===== src/rtl/rscan_pkg.sv =====
package rscan_pkg;

    typedef enum logic [1:0] {
        OP_IDLE    = 2'b00,
        OP_WRITE   = 2'b01,
        OP_READ    = 2'b10,
        OP_CAPTURE = 2'b11
    } op_e;

    typedef enum logic [2:0] {
        ST_FUNC,
        ST_HOLD,
        ST_WRITE,
        ST_READ,
        ST_CAPTURE
    } state_e;

    function automatic int ceil_div(input int a, input int b);
        return (a + b - 1) / b;
    endfunction

    function automatic int idx_bits(input int n);
        return (n > 1) ? $clog2(n) : 1;
    endfunction

endpackage


===== src/rtl/rscan_line_dec.sv =====
// One-hot line decoder: line k is active when the field equals k and k < LINES.
module rscan_line_dec #(
    parameter int LINES = 4,
    parameter int W     = 2
) (
    input  logic [W-1:0]     field,
    output logic [LINES-1:0] hot
);
    for (genvar k = 0; k < LINES; k++) begin : g_line
        assign hot[k] = (field == W'(k));
    end
endmodule


===== src/rtl/rscan_cell.sv =====
// One bank flip-flop: functional load wins over scan load, else hold.
module rscan_cell (
    input  logic clk,
    input  logic rst_n,
    input  logic func_load,
    input  logic scan_load,
    input  logic func_d,
    input  logic scan_d,
    output logic q
);
    always_ff @(posedge clk) begin
        if (!rst_n)
            q <= 1'b0;
        else if (func_load)
            q <= func_d;
        else if (scan_load)
            q <= scan_d;
    end
endmodule


===== src/rtl/rscan_fsm.sv =====
// Command controller: registers a command, then carries it out one cycle later.
module rscan_fsm
    import rscan_pkg::*;
#(
    parameter int AW = 5
) (
    input  logic          clk,
    input  logic          rst_n,
    input  logic          test_mode,
    input  logic [1:0]    op,
    input  logic [AW-1:0] addr,
    input  logic          scan_in,
    output state_e        state,
    output logic [AW-1:0] addr_q,
    output logic          din_q,
    output logic          load_all,
    output logic          write_en,
    output logic          read_en
);
    state_e state_d;

    always_comb begin
        state_d = ST_FUNC;
        if (test_mode) begin
            unique case (op_e'(op))
                OP_IDLE:    state_d = ST_HOLD;
                OP_WRITE:   state_d = ST_WRITE;
                OP_READ:    state_d = ST_READ;
                OP_CAPTURE: state_d = ST_CAPTURE;
            endcase
        end
    end

    always_ff @(posedge clk) begin
        if (!rst_n) begin
            state  <= ST_FUNC;
            addr_q <= '0;
            din_q  <= 1'b0;
        end else begin
            state <= state_d;
            if (test_mode && (op_e'(op) != OP_IDLE)) begin
                addr_q <= addr;
                din_q  <= scan_in;
            end
        end
    end

    always_comb begin
        load_all = 1'b0;
        write_en = 1'b0;
        read_en  = 1'b0;
        unique case (state)
            ST_FUNC:    load_all = 1'b1;
            ST_HOLD:    ;
            ST_WRITE:   write_en = 1'b1;
            ST_READ:    read_en  = 1'b1;
            ST_CAPTURE: load_all = 1'b1;
            default:    ;
        endcase
    end
endmodule


===== src/rtl/rscan_bank.sv =====
module rscan_bank
    import rscan_pkg::*;
#(
    parameter  int N    = 18,
    parameter  int ROWS = 4,
    localparam int COLS = ceil_div(N, ROWS),
    localparam int RB   = idx_bits(ROWS),
    localparam int CB   = idx_bits(COLS),
    localparam int AW   = RB + CB
) (
    input  logic          clk,
    input  logic          rst_n,
    input  logic          test_mode,
    input  logic [1:0]    op,
    input  logic [AW-1:0] addr,
    input  logic          scan_in,
    input  logic [N-1:0]  func_d,
    output logic [N-1:0]  q,
    output logic          scan_out,
    output logic          read_valid
);
    state_e          state;
    logic [AW-1:0]   addr_q;
    logic            din_q;
    logic            load_all;
    logic            write_en;
    logic            read_en;
    logic [ROWS-1:0] row_hot;
    logic [COLS-1:0] col_hot;
    logic [N-1:0]    sel;

    rscan_fsm #(.AW(AW)) u_fsm (
        .clk       (clk),
        .rst_n     (rst_n),
        .test_mode (test_mode),
        .op        (op),
        .addr      (addr),
        .scan_in   (scan_in),
        .state     (state),
        .addr_q    (addr_q),
        .din_q     (din_q),
        .load_all  (load_all),
        .write_en  (write_en),
        .read_en   (read_en)
    );

    rscan_line_dec #(.LINES(ROWS), .W(RB)) u_row_dec (
        .field (addr_q[AW-1:CB]),
        .hot   (row_hot)
    );

    rscan_line_dec #(.LINES(COLS), .W(CB)) u_col_dec (
        .field (addr_q[CB-1:0]),
        .hot   (col_hot)
    );

    // Grid: a flip-flop exists only where row*COLS+col < N.
    for (genvar r = 0; r < ROWS; r++) begin : g_row
        for (genvar c = 0; c < COLS; c++) begin : g_col
            if (r * COLS + c < N) begin : g_ff
                assign sel[r*COLS+c] = row_hot[r] & col_hot[c];
                rscan_cell u_cell (
                    .clk       (clk),
                    .rst_n     (rst_n),
                    .func_load (load_all),
                    .scan_load (write_en & sel[r*COLS+c]),
                    .func_d    (func_d[r*COLS+c]),
                    .scan_d    (din_q),
                    .q         (q[r*COLS+c])
                );
            end
        end
    end

    assign scan_out   = read_en & (|(sel & q));
    assign read_valid = read_en;
endmodule


===== config.mk =====
export PLATFORM = sky130hd
export DESIGN_NAME = rscan_bank
export DESIGN_NICKNAME = d
export VERILOG_FILES = /design/src/rtl/rscan_pkg.sv /design/src/rtl/rscan_line_dec.sv /design/src/rtl/rscan_cell.sv /design/src/rtl/rscan_fsm.sv /design/src/rtl/rscan_bank.sv
export SDC_FILE = /design/constraint.sdc
export NUM_CORES = 1
export LEC_CHECK = 0
export CAP_MARGIN = 20
export CORE_MARGIN = 5
export CORE_UTILIZATION = 35
export CTS_BUF_LIST = sky130_fd_sc_hd__clkbuf_8
export DETAILED_ROUTE_END_ITERATION = 7
export DONT_BUFFER_PORTS = 1
export GPL_TIMING_DRIVEN = 0
export SLEW_MARGIN = 20
export SYNTH_ARGS = -nofsm -noshare
export SYNTH_HDL_FRONTEND = slang
export SYNTH_HIERARCHICAL = 1
export SYNTH_SLANG_ARGS = --single-unit

===== constraint.sdc =====
create_clock -name clk -period 5.1 [get_ports clk]
set_input_delay 0.255 -clock clk [delete_from_list [all_inputs] [get_ports clk]]
set_output_delay 0.255 -clock clk [all_outputs]
set_load 0.01 [all_outputs]

==> metrics <==
outcome=complete, no violations; Power Total=0.444 mW; largest family of logic cells by synthesized area=simple AND/OR/NAND/NOR gates; Max Fclk=between 400 and 500 MHz; DRT Pass-1 Iters=4; Post-CTS Hold Buffers=0; Syn. warnings=6; unique cell type count in the Yosys netlist=28; Final Setup Violations=0; largest net degree at the start of global routing=37; CTS tree=done; IO Count=slightly below 50; Slowest Stage Delay on Critical Path=around 0.74 ns; CTS max path bufs=2; worst-path cell chain=nor3b_1 -> a222oi_1 -> o22ai_1 -> o41a_1; Area growth syn-to-layout=7.55%; internal power=0.316 mW; Clk pin slew, worst setup/hold paths=0.10 ns; Critical Path Sink Type=output port; Core Area=~0.0044 mm²; CTS Sinks=27; crit path DAT=~2.1 ns; Syn Inst Count=between 150 and 200; Fillers=410; die area=between 0.005 and 0.006 mm²; final net count=~190; xor and xnor area share after synthesis=0%; number of global-route vias before repair=~1.3k; Synth Area in Simple Gates=around 25%; Tmin final=2.39 ns; mapped cell area=0.00158 mm²; Synth Area in Adders=under 10%; Net Count, Synth=approximately 190; ys flop type=dfxtp_1; routed length per placed instance=around 18 µm; Buf/Inv on CP=0; sequential fraction of the synthesis area=between 30% and 40%; leak pwr=0.887 nW; r2r setup slk=2.77 ns; total global-route track usage=approximately 13%; sw frac=28.8%; Syn Area/Cell=10.1 µm²; Die H=roughly 77 µm; RSZ-0062 raised after global routing=false; total CTS buffers=3; initial DRC count=73; top cell family by delay on the critical path=simple AND/OR/NAND/NOR gates; H-Tree Level Count=1; final hold vios=0; post-synthesis compound-gate area fraction=between 15 and 20%; commonest cells after routing, fill and taps aside=27 x dfxtp_1, 19 x o211a_1, 18 x mux2_1, 18 x nand2b_1, 14 x and3_1; Comb pwr share=between 10% and 20%; postcts setup bufs=0; DRT Wirelength=just under 4000 µm; period utilization=46.9%; PortBufs=0; Worst VDD drop=~0.00011 V; Row Count=24; vias per cell=between 5 and 6; DRC viols=0; routability cong.=0.766; setup_tns=0 ns; slew margin rel.=between 40% and 50%; Max Cap Viol=0; die width=between 70 and 80 µm; register share of total power=a little under three fifths; #FFs+latches synth=27; CP max FO=8; Post-synth EDFFs=0; Req. time, crit path=a little under 5 ns; share of cells above drive strength 1=roughly an eighth; antenna cells=0; initial core utilization=between 30% and 40%; root buf cell=clkbuf_8; hpwl dp=around 2900 µm; clk_skew=approximately 0.0017 ns; asr flop ratio synth=0%; post_cts resized=0; pwr dens=between 200 and 300 mW/mm²; Slew @ Worst Pin=0.858 ns; first-pass GRT wire length=between 6000 and 7000 µm; net load switching power=about 0.13 mW; worst skew pair latency=between 0.2 and 0.3 ns; Setup CP Type=reg2out; most common cell after layout, fill and taps aside=dfxtp_1; HP Class=in2reg; CP max-delay cell=nor3b_1; Final Max Slew Viols=0; global route overflow=0; Clock power frac=between 20% and 30%; Worst setup SP type=flop; DR vias=between 1k and 1.5k; post-route ant nets=0; mux share of post-synthesis cell area=between 10% and 20%; initial antenna violation count=0
[cell families after synthesis]
family / count (synthesis)
simple gates: 63
fa+ha+maj: 3
compound gates: 32
buf+inv: 7
mux: 24
flops: 27
[per-stage QoR]
stage               instance area [µm²]  hold WS [ns]  worst slack [ns]  utilization [%]  cells
floorplan                          1580         0.388              3.29                -    156
global placement                   1640         0.392              2.80             37.7    208
detailed placement                 1650         0.395              2.81             37.8    208
CTS                                1690        0.0919              2.73             38.9    212
global route                       1690        0.0849              2.47             38.9    212
finish                             1690        0.0969              2.71             38.9    212
[layout make-up]
class                           instances  area (µm²)  share of cell area (%)
Multi-Input combinational cell        122        1000                    59.1
Tap cell                               52        65.1                    3.84
Clock inverter                          1        5.00                   0.295
Inverter                                4        15.0                   0.886
Buffer                                  3        26.3                    1.55
Clock buffer                            3        41.3                    2.44
Sequential cell                        27         541                    31.9
[path summary, 6_finish.rpt]
kind,start,to,cells after the start
worst max-delay path,u_fsm/addr_q[1],scan_out,4
worst min register to register,u_fsm/addr_q[3],u_fsm/addr_q[3],2
worst max register to register,u_fsm/state[1],g_row[2].g_col[2].g_ff.u_cell/q,5
worst min-delay path,rst_n,g_row[2].g_col[0].g_ff.u_cell/q,1
[layer usage]
layer	routed length [µm]	global-route usage (%)
met1	1530	14.4
met5	0	0
met2	1900	21.6
met4	45	3.61
met3	424	5.97
[worst reg2reg max path, stage by stage (launching register included)]
cell and delay (ns):
dfxtp_1 0.39, nor3b_1 0.72, clkbuf_1 0.35, and3_2 0.25, mux2_1 0.32, o211a_1 0.21
[registers in the layout, indices dropped and copies added, names as in the netlist]
signal	flops
u_fsm/din_q	1
g_row.g_col.g_ff.u_cell/q	18
u_fsm/state	3
u_fsm/addr_q	5
[power by group through the flow]
stage          combinational (mW)  sequential [mW]  clock (mW)
2_1_floorplan              0.0555            0.250           0
3_3_place_gp               0.0642            0.256           0
3_5_place_dp               0.0671            0.258           0
4_1_cts                    0.0675            0.253       0.130
5_1_grt                    0.0757            0.255       0.137
6_report                   0.0669            0.252       0.125
[cells in the mapped netlist, types with 2 or more instances]
| library cell | instances | area [µm²] |
|---|---|---|
| dfxtp_1 | 27 | 541 |
| o211a_1 | 19 | 190 |
| mux2_1 | 18 | 203 |
| nand2b_1 | 18 | 113 |
| and3_1 | 14 | 87.6 |
| nand2_1 | 12 | 45.0 |
| and3_2 | 6 | 45.0 |
| mux2i_1 | 6 | 60.1 |
| a22o_1 | 4 | 35.0 |
| inv_1 | 4 | 15.0 |
| nor3b_1 | 4 | 30.0 |
| ha_1 | 3 | 37.5 |
| a222oi_1 | 2 | 20.0 |
| a22o_2 | 2 | 20.0 |
| a22oi_1 | 2 | 15.0 |
| buf_6 | 2 | 22.5 |
| nor2_1 | 2 | 7.51 |
Power figures use the tool's default switching activity.
